## src/rtl/ep_irq_gate_pkg.sv

```systemverilog
package ep_irq_gate_pkg;
    parameter int NUM_EVT = 12;

    typedef logic bank_t;

    typedef struct packed {
        logic  dual;
        logic  busy;
        bank_t dma_bank;
        bank_t evt_bank;
        logic  req_in;
    } dma_ctx_t;

    function automatic logic any_set(input logic [NUM_EVT-1:0] v);
        return |v;
    endfunction
endpackage

```

## src/rtl/ep_w1s_w1c_reg.sv

```systemverilog
module ep_w1s_w1c_reg #(
    parameter int WIDTH = 8
) (
    input  logic             clk,
    input  logic             rst,
    input  logic [WIDTH-1:0] set_i,
    input  logic [WIDTH-1:0] clr_i,
    output logic [WIDTH-1:0] q_o
);
    always_ff @(posedge clk) begin
        if (rst) q_o <= '0;
        else     q_o <= (q_o | set_i) & ~clr_i;
    end

    assert_set_R2: assert property (@(posedge clk) disable iff (rst)
        |(set_i & ~clr_i) |=> ((q_o & $past(set_i & ~clr_i)) == $past(set_i & ~clr_i)));
    assert_clear_wins_R4: assert property (@(posedge clk) disable iff (rst)
        |clr_i |=> ((q_o & $past(clr_i)) == '0));
    assert_idle_hold_R3: assert property (@(posedge clk) disable iff (rst)
        ((set_i | clr_i) == '0) |=> (q_o == $past(q_o)));
endmodule

```

## src/rtl/ep_dma_gate.sv

```systemverilog
module ep_dma_gate
    import ep_irq_gate_pkg::*;
(
    input  logic               clk,
    input  logic               rst,
    input  logic               pause_i,
    input  logic [NUM_EVT-1:0] flags_i,
    input  logic [NUM_EVT-1:0] new_bank_i,
    input  dma_ctx_t           ctx_i,
    output logic               req_o
);
    logic pend, loose, gate_on, finish_ok;

    always_comb begin
        pend      = any_set(flags_i);
        loose     = any_set(flags_i & ~new_bank_i);
        gate_on   = pause_i && pend;
        finish_ok = ctx_i.dual && ctx_i.busy && (ctx_i.dma_bank != ctx_i.evt_bank) && !loose;
        req_o     = ctx_i.req_in && (!gate_on || finish_ok);
    end

    assert_passthru_R6: assert property (@(posedge clk) disable iff (rst)
        !pause_i |-> (req_o == ctx_i.req_in));
    assert_loose_drop_R7: assert property (@(posedge clk) disable iff (rst)
        (pause_i && |(flags_i & ~new_bank_i)) |-> !req_o);
    assert_single_bank_R8: assert property (@(posedge clk) disable iff (rst)
        (pause_i && |flags_i && !ctx_i.dual) |-> !req_o);
    assert_no_grant_R9: assert property (@(posedge clk) disable iff (rst)
        !ctx_i.req_in |-> !req_o);
endmodule

```

## src/rtl/ep_toggle.sv

```systemverilog
module ep_toggle (
    input  logic clk,
    input  logic rst,
    input  logic reset_req_i,
    input  logic pkt_done_i,
    output logic pulse_o,
    output logic data1_o
);
    always_ff @(posedge clk) begin
        if (rst) begin
            pulse_o <= 1'b0;
            data1_o <= 1'b0;
        end else begin
            pulse_o <= reset_req_i && !pulse_o;
            if (reset_req_i)     data1_o <= 1'b0;
            else if (pkt_done_i) data1_o <= ~data1_o;
        end
    end

    assert_pulse_self_clear_R10: assert property (@(posedge clk) disable iff (rst)
        pulse_o |=> !pulse_o);
    assert_pid_data0_R10: assert property (@(posedge clk) disable iff (rst)
        reset_req_i |=> !data1_o);
endmodule

```

## src/rtl/ep_irq_gate.sv

```systemverilog
module ep_irq_gate
    import ep_irq_gate_pkg::*;
(
    input  logic               clk,
    input  logic               rst,
    input  logic [NUM_EVT-1:0] en_set,
    input  logic [NUM_EVT-1:0] en_clr,
    input  logic               pause_set,
    input  logic               pause_clr,
    input  logic               tgl_rst_set,
    input  logic               pkt_done,
    input  logic [NUM_EVT-1:0] evt_flags,
    input  logic [NUM_EVT-1:0] evt_new_bank,
    input  logic               evt_bank,
    input  logic               dual_bank,
    input  logic               dma_busy,
    input  logic               dma_bank,
    input  logic               dma_req_in,
    output logic [NUM_EVT-1:0] en_q,
    output logic               pause_q,
    output logic               irq,
    output logic               dma_req,
    output logic               tgl_pulse,
    output logic               next_pid_data1
);
    dma_ctx_t ctx;

    ep_w1s_w1c_reg #(.WIDTH(NUM_EVT)) u_en (
        .clk(clk), .rst(rst), .set_i(en_set), .clr_i(en_clr), .q_o(en_q)
    );

    ep_w1s_w1c_reg #(.WIDTH(1)) u_pause (
        .clk(clk), .rst(rst), .set_i(pause_set), .clr_i(pause_clr), .q_o(pause_q)
    );

    always_comb begin
        ctx.dual     = dual_bank;
        ctx.busy     = dma_busy;
        ctx.dma_bank = dma_bank;
        ctx.evt_bank = evt_bank;
        ctx.req_in   = dma_req_in;
    end

    ep_dma_gate u_gate (
        .clk(clk), .rst(rst), .pause_i(pause_q), .flags_i(evt_flags),
        .new_bank_i(evt_new_bank), .ctx_i(ctx), .req_o(dma_req)
    );

    ep_toggle u_tgl (
        .clk(clk), .rst(rst), .reset_req_i(tgl_rst_set), .pkt_done_i(pkt_done),
        .pulse_o(tgl_pulse), .data1_o(next_pid_data1)
    );

    always_ff @(posedge clk) begin
        if (rst) irq <= 1'b0;
        else     irq <= any_set(evt_flags & en_q);
    end

    assert_irq_timing_R5: assert property (@(posedge clk) disable iff (rst)
        (evt_flags & en_q) == '0 |=> !irq);
    assert_reset_state_R1: assert property (@(posedge clk)
        rst |=> (en_q == '0 && !pause_q && !irq && !tgl_pulse && !next_pid_data1));
endmodule

```

## config.mk

```make
export PLATFORM = sky130hd
export DESIGN_NAME = ep_irq_gate
export DESIGN_NICKNAME = d
export VERILOG_FILES = /design/src/rtl/ep_irq_gate_pkg.sv /design/src/rtl/ep_w1s_w1c_reg.sv /design/src/rtl/ep_dma_gate.sv /design/src/rtl/ep_toggle.sv /design/src/rtl/ep_irq_gate.sv
export SDC_FILE = /design/constraint.sdc
export NUM_CORES = 1
export LEC_CHECK = 0
export BUFFER_PORTS_ARGS = -buffer_cell sky130_fd_sc_hd__buf_4
export CAP_MARGIN = 20
export CORE_MARGIN = 2
export CORE_UTILIZATION = 33
export CTS_CLUSTER_DIAMETER = 60
export DETAILED_ROUTE_END_ITERATION = 10
export PLACE_DENSITY = 0.79
export SETUP_SLACK_MARGIN = 0.05
export SYNTH_ARGS = -nofsm -noshare
export SYNTH_HDL_FRONTEND = slang
export SYNTH_SLANG_ARGS = --single-unit
```

## constraint.sdc

```tcl
create_clock -name clk -period 1.2 [get_ports clk]
set_input_delay 0.18 -clock clk [delete_from_list [all_inputs] [get_ports clk]]
set_output_delay 0.18 -clock clk [all_outputs]
set_load 0.005 [all_outputs]
```

==> results.sh <==
export IMPL_gp_congestion=0.7642
export IMPL_power_leakage_nw=0.6659
export IMPL_clock_path_buffers=2
export IMPL_timing_rr_start="u_en.q_o[5]$_SDFF_PP0_"
export IMPL_cts_tree="yes"
export IMPL_worstPathArrival_ns=1.08
export IMPL_dp_hpwl_um=2033
export IMPL_totalWireLength_um=2482
export IMPL_final_max_slew_viol_count=0
export IMPL_fp_dieArea_mm2=0.002446
export IMPL_timing_rr_end="irq$_SDFF_PP0_"
export IMPL_worst_pin_slew_ns=0.2650
export IMPL_root_buffer="clkbuf_4"
export IMPL_period_share_pct=105.2
export IMPL_die_height_um=49.46
export IMPL_peakVddDrop_uv=617.1
export IMPL_h_tree_depth=1
export IMPL_crit_family="simple AND/OR/NAND/NOR gates"
export IMPL_drc=0
export IMPL_critical_path_class="input port to output pin"
export IMPL_nNetsFinal=218
export IMPL_ios=76
export IMPL_max_slew_margin_rel_pct=82.33
export IMPL_ant_nets=0
export IMPL_ys_ff_latch=16
export IMPL_dr_total_vias=912
export IMPL_r2r_setup_slack_ns=0.17
export IMPL_firstDrtPassIters=4
export IMPL_failed_checks="negative setup slack"
export IMPL_syn2layout_area_growth_pct=98.35
export IMPL_worstSetupEndpoint="dma_req"
export IMPL_hp_class="input port to register"
export IMPL_power_per_cell_area_mw_per_mm2=917.6
export IMPL_cts_buffers_inserted=3
export IMPL_ys_types=20
export IMPL_hold_viol=0
export IMPL_cp_slowest_cell="nor4_1"
export IMPL_drt_iter0_markers=7
export IMPL_power_total_mw=1.241
export IMPL_die_x_um=49.46
export IMPL_required_ns=1.02
export IMPL_cp_num_cells=6
export IMPL_viasPerCell=4.930
export IMPL_min_period_ns=1.262
export IMPL_grt_pass1_vias=898
export IMPL_path_max_fanout=3
export IMPL_start_kind="input port"
export IMPL_wire_per_inst_um=13.42
export IMPL_syn_avg_cell_area_um2=8.742
export IMPL_overflow=0
export IMPL_initial_utilization_pct=34.76
export IMPL_netlist_instances=78
export IMPL_fin_skew_ns=0.005169
export IMPL_cts_sinks=16
export IMPL_fmax_mhz=792.4
export IMPL_rows=16
export IMPL_layout_drive_gt1_share_pct=54.43
export IMPL_seq_area_frac_synth_pct=46.97
export IMPL_grt_max_degree=17
export IMPL_insertion_delay_ns=0.29
export IMPL_syn_nets=137
export IMPL_setup_viol=1
export IMPL_antenna_cells=0
export IMPL_core_area_mm2=0.001962
export IMPL_synth_area_um2=681.9
export IMPL_slowest_delay_ns=0.27
export IMPL_antenna_found_initial=0
export IMPL_grt_pass1_wl_um=3960
export IMPL_status="complete, but fails checks"
export IMPL_crit_buf_inv=2
export IMPL_final_setup_worst_slack_ns=-0.06196
export IMPL_rsz0062_at_grt="true"
export IMPL_cts_hold_buf=0
export IMPL_crit_chain="buf_8 -> or2b_1 -> o2111ai_2 -> nor4_1 -> o21a_1 -> buf_4"
export IMPL_maxCapViolations=0
export IMPL_reg2regPathDepth=3
export IMPL_clk_pin_slew_ns=0.09
export IMPL_port_buffers=75
export IMPL_holdWs_ns=0.03565
export IMPL_yosys_warnings=0
export IMPL_crit_start="evt_flags[7]"
export IMPL_end_kind="output pin"
export IMPL_track_usage_pct=21.06
-- cell families (layout without fill, tap and decap cells) --
logic type,after synthesis,count (layout),synth area share [%]
xor+xnor,2,2,2.569
compound gates,12,12,14.87
flops,16,16,46.97
simple gates,41,41,31.56
buf+inv,7,87,4.036
-- per-layer routing --
metal / up-vias / share of wire [%] / global-route usage [%]
li1: 443 / - / -
met4: 0 / 0.93 / 5.556
met3: 4 / 11 / 8.788
met5: - / 0 / 0
met2: 55 / 48 / 35.81
met1: 410 / 40 / 24.34
-- registers in the layout (all words and copies together), names as in the netlist --
register and flops:
u_en.q_o 12, irq 1, u_pause.q_o 1, u_tgl.data1_o 1
u_tgl.pulse_o 1
-- worst min-delay path by stage --
stage	startpoint	endpoint	slack, ns	cells after the start
CTS	en_clr[9]	u_en.q_o[9]$_SDFF_PP0_	0.03	2
finish	en_clr[6]	u_en.q_o[6]$_SDFF_PP0_	0.04	2
detailed placement	en_clr[9]	u_en.q_o[9]$_SDFF_PP0_	0.34	2
floorplan	en_clr[10]	u_en.q_o[10]$_SDFF_PP0_	0.26	1
global route	en_clr[11]	u_en.q_o[11]$_SDFF_PP0_	0.02	2
global placement	en_clr[9]	u_en.q_o[9]$_SDFF_PP0_	0.34	2
-- cell type report --
class | instances | area, um^2
Fill cell | 167 | 609.3
Timing Repair Buffer | 78 | 596.8
Multi-Input combinational cell | 55 | 346.6
Sequential cell | 16 | 320.3
Clock buffer | 4 | 36.28
Tap cell | 27 | 33.78
Inverter | 5 | 18.77
-- cell usage in the layout, fill, tap and decap left out, drive strengths merged --
cell type	n
buf	78
dfxtp	16
nor3	14
nor2	13
or2b	7
inv	5
nor4	4
clkbuf	4
a22o	3
a221oi	3
o2111ai	3
nand3	1
nand2	1
xor2	1
o221ai	1
o21a	1
a31oi	1
xnor2	1
nor3b	1
-- synthesized netlist by cell type --
cell type  number  area share, %
dfxtp_1        16             47
nor3_1         14             10
nor2_1         13            7.2
inv_1           5            2.8
or2b_1          5            5.5
nor4_1          4            3.7
a221oi_1        3            3.9
a22o_1          3            3.9
o2111ai_1       3            3.9
or2b_2          2            2.6
a31oi_1         1           0.92
buf_2           1           0.73
clkbuf_1        1           0.55
nand2_1         1           0.55
nand3_1         1           0.73
nor3b_1         1            1.1
o21a_1          1            1.1
o221ai_1        1            1.3
xnor2_1         1            1.3
xor2_1          1            1.3
-- timing repair --
action                                  in CTS  in global routing
buffers inserted                             0                  1
endpoints found under the setup margin       1                  1
hold endpoints to repair                     0                  0
gates cloned                                 0                  0
pin swaps                                    1                  3
gates resized for setup                      0                  5
-- worst reg2reg max path: cells and delay by family (launching register included) --
family / cells / cell delay [ns]
AOI/OAI and AO/OA: 3 / 0.56
DFF: 1 / 0.34
-- report_power, final --
group / total, mW / switching (mW) / leakage (nW) / internal, mW
combinational: 0.309 / 0.0990 / 0.513 / 0.210
sequential: 0.580 / 0.0205 / 0.132 / 0.559
clock: 0.352 / 0.167 / 0.0210 / 0.185
-- through the flow --
step / setup WS (ns) / std cells / utilization (%) / TNS (ns) / area (um^2)
CTS: -0.06734 / 184 / 67.35 / -0.06734 / 1321
floorplan: 0.1892 / 78 / - / 0 / 681.9
global placement: -0.06952 / 180 / 65.50 / -0.06952 / 1285
global route: -0.1259 / 185 / 68.94 / -0.1259 / 1353
detailed placement: -0.07612 / 180 / 65.50 / -0.07612 / 1285
finish: -0.06196 / 185 / 68.94 / -0.06196 / 1353
Power figures use the tool's default switching activity.
